===== config.mk =====
export PLATFORM = sky130hd
export DESIGN_NAME = pfir_core
export DESIGN_NICKNAME = d
export VERILOG_FILES = /design/src/rtl/pfir_pkg.sv /design/src/rtl/pfir_stage.sv /design/src/rtl/pfir_taps.sv /design/src/rtl/pfir_mults.sv /design/src/rtl/pfir_adder.sv /design/src/rtl/pfir_core.sv
export SDC_FILE = /design/constraint.sdc
export NUM_CORES = 1
export LEC_CHECK = 0
export ABC_AREA = 0
export BUFFER_PORTS_ARGS = -buffer_cell sky130_fd_sc_hd__buf_2
export CORE_UTILIZATION = 60
export CTS_CLUSTER_SIZE = 24
export DETAILED_ROUTE_END_ITERATION = 10
export PLACE_DENSITY = 0.86
export SYNTH_ARGS = -nofsm -noshare
export SYNTH_HDL_FRONTEND = slang
export SYNTH_SLANG_ARGS = --single-unit

===== constraint.sdc =====
create_clock -name clk -period 20.5 [get_ports clk]
set_input_delay 2.05 -clock clk [delete_from_list [all_inputs] [get_ports clk]]
set_output_delay 2.05 -clock clk [all_outputs]
set_load 0.1 [all_outputs]

===== src/rtl/pfir_pkg.sv =====
package pfir_pkg;

    typedef enum int {
        SUM_CHAIN    = 0,
        SUM_TREE     = 1,
        SUM_TREE_REG = 2
    } sum_style_e;

    function automatic int ceil_log2(input int v);
        int r;
        r = 0;
        while ((1 << r) < v) r++;
        return r;
    endfunction

    // number of nodes left at tree level lvl for n leaves
    function automatic int level_count(input int n, input int lvl);
        return (n + (1 << lvl) - 1) >> lvl;
    endfunction

endpackage


===== src/rtl/pfir_stage.sv =====
module pfir_stage #(
    parameter int W     = 8,
    parameter int DEPTH = 1
) (
    input  logic         clk,
    input  logic         rst,
    input  logic         ce,
    input  logic [W-1:0] d,
    output logic [W-1:0] q
);
    logic unused_ok;
    assign unused_ok = ^{clk, rst, ce};

    generate
        if (DEPTH == 0) begin : g_wire
            assign q = d;
        end else begin : g_regs
            logic [W-1:0] r [DEPTH];
            always_ff @(posedge clk or posedge rst) begin
                if (rst) begin
                    for (int i = 0; i < DEPTH; i++) r[i] <= '0;
                end else if (ce) begin
                    r[0] <= d;
                    for (int i = 1; i < DEPTH; i++) r[i] <= r[i-1];
                end
            end
            assign q = r[DEPTH-1];
        end
    endgenerate
endmodule


===== src/rtl/pfir_taps.sv =====
module pfir_taps #(
    parameter int NTAPS = 5,
    parameter int DW    = 8
) (
    input  logic                  clk,
    input  logic                  rst,
    input  logic                  ce,
    input  logic                  shift,
    input  logic [DW-1:0]         x,
    output logic [NTAPS*DW-1:0]   taps
);
    logic unused_ok;
    assign unused_ok = ^{clk, rst, ce, shift};

    generate
        if (NTAPS == 1) begin : g_single
            assign taps = x;
        end else begin : g_line
            logic [(NTAPS-1)*DW-1:0] hist;
            // newest sample is tap 0 and is not registered here
            assign taps = {hist, x};
            always_ff @(posedge clk or posedge rst) begin
                if (rst)               hist <= '0;
                else if (ce && shift)  hist <= taps[(NTAPS-1)*DW-1:0];
            end
        end
    endgenerate
endmodule


===== src/rtl/pfir_mults.sv =====
module pfir_mults #(
    parameter int              NTAPS     = 5,
    parameter int              DW        = 8,
    parameter int              CW        = 8,
    parameter logic [NTAPS*CW-1:0] COEFS = '0,
    parameter int              MIN_PIPE  = 0,
    parameter int              MOUT_PIPE = 0,
    localparam int             PW        = DW + CW
) (
    input  logic                  clk,
    input  logic                  rst,
    input  logic                  ce,
    input  logic [NTAPS*DW-1:0]   taps,
    output logic [NTAPS*PW-1:0]   prods
);
    logic [NTAPS*DW-1:0] taps_q;
    logic [NTAPS*PW-1:0] prod_raw;

    pfir_stage #(.W(NTAPS*DW), .DEPTH(MIN_PIPE)) u_pre (
        .clk(clk), .rst(rst), .ce(ce), .d(taps), .q(taps_q)
    );

    for (genvar g = 0; g < NTAPS; g++) begin : g_mul
        logic signed [DW-1:0] a;
        logic signed [CW-1:0] b;
        logic signed [PW-1:0] p;
        assign a = taps_q[g*DW +: DW];
        assign b = COEFS[g*CW +: CW];
        assign p = a * b;
        assign prod_raw[g*PW +: PW] = p;
    end

    pfir_stage #(.W(NTAPS*PW), .DEPTH(MOUT_PIPE)) u_post (
        .clk(clk), .rst(rst), .ce(ce), .d(prod_raw), .q(prods)
    );
endmodule


===== src/rtl/pfir_adder.sv =====
module pfir_adder
    import pfir_pkg::*;
#(
    parameter int         NTAPS = 5,
    parameter int         PW    = 16,
    parameter int         ACCW  = 19,
    parameter sum_style_e STYLE = SUM_CHAIN
) (
    input  logic                    clk,
    input  logic                    rst,
    input  logic                    ce,
    input  logic [NTAPS*PW-1:0]     prods,
    output logic [ACCW-1:0]         sum
);
    localparam int LEVELS = ceil_log2(NTAPS);

    logic unused_ok;
    assign unused_ok = ^{clk, rst, ce};

    logic signed [ACCW-1:0] ext [NTAPS];
    for (genvar i = 0; i < NTAPS; i++) begin : g_ext
        assign ext[i] = ACCW'($signed(prods[i*PW +: PW]));
    end

    generate
        if (STYLE == SUM_CHAIN) begin : g_chain
            logic signed [ACCW-1:0] part [NTAPS];
            assign part[0] = ext[0];
            for (genvar i = 1; i < NTAPS; i++) begin : g_link
                assign part[i] = part[i-1] + ext[i];
            end
            assign sum = part[NTAPS-1];
        end else begin : g_tree
            for (genvar l = 0; l <= LEVELS; l++) begin : g_lvl
                localparam int CUR = level_count(NTAPS, l);
                logic signed [ACCW-1:0] v [CUR];
                if (l == 0) begin : g_leaf
                    for (genvar j = 0; j < CUR; j++) begin : g_j
                        assign v[j] = ext[j];
                    end
                end else begin : g_node
                    localparam int PREV = level_count(NTAPS, l - 1);
                    for (genvar j = 0; j < CUR; j++) begin : g_j
                        logic signed [ACCW-1:0] c;
                        if (2*j + 1 < PREV) begin : g_pair
                            assign c = g_lvl[l-1].v[2*j] + g_lvl[l-1].v[2*j+1];
                        end else begin : g_carry
                            assign c = g_lvl[l-1].v[2*j];
                        end
                        if (STYLE == SUM_TREE_REG) begin : g_reg
                            logic signed [ACCW-1:0] q;
                            always_ff @(posedge clk or posedge rst) begin
                                if (rst)     q <= '0;
                                else if (ce) q <= c;
                            end
                            assign v[j] = q;
                        end else begin : g_comb
                            assign v[j] = c;
                        end
                    end
                end
            end
            assign sum = g_lvl[LEVELS].v[0];
        end
    endgenerate
endmodule


===== src/rtl/pfir_core.sv =====
module pfir_core
    import pfir_pkg::*;
#(
    parameter int              NTAPS     = 5,
    parameter int              DW        = 8,
    parameter int              CW        = 8,
    parameter logic [NTAPS*CW-1:0] COEFS = 40'h01_80_7F_F9_03,
    parameter sum_style_e      SUM_STYLE = SUM_CHAIN,
    parameter int              MIN_PIPE  = 0,
    parameter int              MOUT_PIPE = 0,
    parameter int              IN_REG    = 1,
    parameter int              OUT_REG   = 1,
    localparam int             PW        = DW + CW,
    localparam int             ACCW      = PW + ceil_log2(NTAPS),
    localparam int             TREE_LAT  = (SUM_STYLE == SUM_TREE_REG) ? ceil_log2(NTAPS) : 0,
    localparam int             LAT       = IN_REG + MIN_PIPE + MOUT_PIPE + TREE_LAT + OUT_REG
) (
    input  logic            clk,
    input  logic            rst,
    input  logic            ce,
    input  logic            in_valid,
    input  logic [DW-1:0]   in_sample,
    output logic            out_valid,
    output logic [ACCW-1:0] out_sum
);
    logic                  v_tap;
    logic [DW-1:0]         x_tap;
    logic [NTAPS*DW-1:0]   taps;
    logic [NTAPS*PW-1:0]   prods;
    logic [ACCW-1:0]       sum_raw;

    pfir_stage #(.W(DW + 1), .DEPTH(IN_REG)) u_in_stage (
        .clk(clk), .rst(rst), .ce(ce),
        .d({in_valid, in_sample}), .q({v_tap, x_tap})
    );

    pfir_taps #(.NTAPS(NTAPS), .DW(DW)) u_taps (
        .clk(clk), .rst(rst), .ce(ce), .shift(v_tap), .x(x_tap), .taps(taps)
    );

    pfir_mults #(
        .NTAPS(NTAPS), .DW(DW), .CW(CW), .COEFS(COEFS),
        .MIN_PIPE(MIN_PIPE), .MOUT_PIPE(MOUT_PIPE)
    ) u_mults (
        .clk(clk), .rst(rst), .ce(ce), .taps(taps), .prods(prods)
    );

    pfir_adder #(.NTAPS(NTAPS), .PW(PW), .ACCW(ACCW), .STYLE(SUM_STYLE)) u_adder (
        .clk(clk), .rst(rst), .ce(ce), .prods(prods), .sum(sum_raw)
    );

    pfir_stage #(.W(ACCW), .DEPTH(OUT_REG)) u_out_stage (
        .clk(clk), .rst(rst), .ce(ce), .d(sum_raw), .q(out_sum)
    );

    // valid follows the data from the tap line to the output
    pfir_stage #(.W(1), .DEPTH(LAT - IN_REG)) u_valid_pipe (
        .clk(clk), .rst(rst), .ce(ce), .d(v_tap), .q(out_valid)
    );
endmodule


==> metrics.cfg <==
[synth]
syn-num-nets = 889
synthSimpleGateAreaFrac_pct = 6.480
synth_area_leaders = fa_1 23%, dfrtp_1 22%, ha_1 18%
synth_ff_type = dfrtp_1
muxShareOfSynthArea_pct = 5.894
yosysTopAreaCellShare_pct = 23.29
yosysTopAreaCell = fa_1
yosysWarningCount = 0
ys_ff_latch = 61
syn_avg_cell_area_um2 = 10.17
synth-xor-area-share_pct = 6.213
synth_compound_area_share_pct = 9.853
synth_top_family_by_area = adder cells
synth_cells = 693
ys_seq_area_share_pct = 21.66
synth_cell_types = 54
synth.cell_area_um2 = 7048
synthAdderAreaFrac_pct = 41.40
ys_async_sr_fraction_pct = 100.0
synth_edf_count = 0

[place]
place_hpwl_um = 11190
post_dp_cell_area_um2 = 7350
io_buffer_count = 31
post-place-ws_ns = 13.01
gp_congestion = 0.9106

[sta]
finalCritPeriodShare_pct = 37.12
slew_violations = 0
setup_viol = 0
tightest_slew_ns = 0.7943
finClkSkew_ns = 0.01055
setup_slack_ns = 12.89
max_freq_ghz = 0.1314
grt_setup_unrepaired = false
finalHoldViolCount = 0
relSlewSlack_pct = 47.05
fin_setup_tns_ns = 0
post-route-min-period_ns = 7.609

[critical_path]
critPathTopFamily = adder cells
crit_path_cell_trace = fa_1 > fa_1 > ha_1 > inv_1 > fa_1 > fa_1 > fa_1 > inv_1 > ha_1 > a21o_1 > a21oi_1 > nor2_1 > o21a_1 > nor2_1 > xnor2_1 > fa_1 > ha_1 > o21ai_0 > a211oi_1 > nand2_1 > o221ai_1 > xor2_1 > mux2_2
critPathLaunchType = flip-flop
end_kind = flip-flop
cp_num_buf_inv = 2
arrival_ns = 7.83
max_stage_delay_ns = 0.76
cp_data_required_time_ns = 20.72
path_class = reg -> reg
critPathMostFrequentCell = fa_1
crit_slowest_cell = dfrtp_1
critPathMaxFanout = 15

[die]
core_um2 = 11420
ios = 32
die_area_um2 = 12180
initial_core_util_pct = 61.72
die_h_um = 110.4
die_w_um = 110.4
num_rows = 39

[route]
drt_pre_antenna_iters = 7
vias_per_cell = 5.801
drt_first_iter_violations = 235
vias = 5053
wl_per_cell_um = 17.44
drc = 0
totalWireLength_um = 15190
antenna_left = 0

[clock_tree]
cts_sinks = 61
ctsResizeCount = 0
cts-root-buf = clkbuf_16
cts_inserted_buffers = 9
clk_latency_ns = 0.33
cts_buffer_depth = 2
cts_setup_buffers = 0
clk_pin_slew_ns = 0.06
h-tree-depth = 3
cts_tree = yes
holdBufCountCts = 0

[cells_and_area]
drive_gt1_share_pct = 13.60
num_antenna_cells = 0
layout_commonest_cell = inv_1
final_cell_mix = 145 x inv_1, 102 x ha_1, 82 x fa_1
fin_util_pct = 66.98
syn2layout_area_growth_pct = 8.521
design_area_um2 = 7649
final_nets = 921

[global_routing]
grt_use_total_pct = 26.42
overflow = 0
antenna_found_initial = 0
grt_pass1_wl_um = 24520
grt_pass1_vias = 5342
grt_max_degree = 62

[run]
max-cap-violations = 0

[worst_hold_path]
hold_class = reg -> reg

[run_status]
status = finished, final reports clean

==> synthesized netlist by cell type, types with 3 or more instances <==
cell type,count
xnor2_1,29
mux2_2,36
dfrtp_1,61
xor2_1,21
or3_1,3
fa_1,82
nor3_1,5
or2_2,6
inv_1,146
nand2_1,33
ha_1,102
nand4_1,4
a211oi_1,3
nand3_1,7
nand2b_1,3
o21ai_0,33
a21oi_1,23
a31oi_1,3
buf_1,3
clkbuf_1,7
a21o_1,15
nor2_1,23
==> cell families (layout without fill, tap and decap cells) <==
| family | after synthesis | count (layout) |
|---|---|---|
| fa+ha+maj | 184 | 184 |
| buf+inv | 159 | 194 |
| compound gates | 106 | 106 |
| simple gates | 96 | 96 |
| flops | 61 | 61 |
| xor+xnor | 50 | 50 |
| mux | 37 | 37 |
==> worst register-to-register path, stage by stage (launching register included) <==
cell	delay [ns]
dfrtp_1	0.76
fa_1	0.58
fa_1	0.49
ha_1	0.31
inv_1	0.09
fa_1	0.44
fa_1	0.53
fa_1	0.44
inv_1	0.10
ha_1	0.29
a21o_1	0.21
a21oi_1	0.29
nor2_1	0.08
o21a_1	0.20
nor2_1	0.23
xnor2_1	0.25
fa_1	0.50
ha_1	0.40
o21ai_0	0.15
a211oi_1	0.41
nand2_1	0.15
o221ai_1	0.22
xor2_1	0.10
mux2_2	0.27
==> path summary, 6_finish.rpt <==
| check | from | end | slack, ns | cells after the start |
|---|---|---|---|---|
| min in group asynchronous | rst | u_out_stage.q[1] | 1.95 | 3 |
| worst max register to register | u_taps.g_line.hist[8] | u_out_stage.q[15] | 12.89 | 23 |
| worst min-delay path | u_out_stage.q[13] | u_out_stage.q[13] | 0.49 | 2 |
| worst max-delay path | u_taps.g_line.hist[8] | u_out_stage.q[15] | 12.89 | 23 |
| worst min register to register | u_out_stage.q[13] | u_out_stage.q[13] | 0.49 | 2 |
| max in group asynchronous | rst | u_taps.g_line.hist[31] | 18.04 | 3 |
==> registers in the layout, summed over array words and instances, names as in the netlist <==
register,count
u_in_stage.q,9
u_valid_pipe.q,1
u_taps.g_line.hist,32
u_out_stage.q,19
==> routing by layer <==
layer	part of all wire, %	track usage [%]	vias to the layer above
met2	53	47.34	162
met3	4.4	4.821	47
met5	0	0	-
met1	39	30.72	2530
met4	3.6	11.65	0
li1	-	-	2314
==> metrics by stage <==
step | cells | hold WS [ns]
after global routing | 871 | 0.5104
after floorplan | 693 | 0.4563
after detailed placement | 857 | 0.4817
after global placement | 857 | 0.4623
final | 871 | 0.4905
after CTS | 871 | 0.4940
==> layout make-up <==
| type | count | area (µm²) |
|---|---|---|
| tap | 143 | 178.9 |
| clock buffer | 11 | 252.7 |
| multi-input combinational | 473 | 4922 |
| inverter | 147 | 551.8 |
| fill | 788 | 3770 |
| clock inverter | 3 | 46.29 |
| sequential | 61 | 1526 |
| timing repair buffer | 33 | 170.2 |
Power is left out: the tool's default activity adds up to more than one toggle a clock period on the data nets, which glitch-free logic cannot reach.
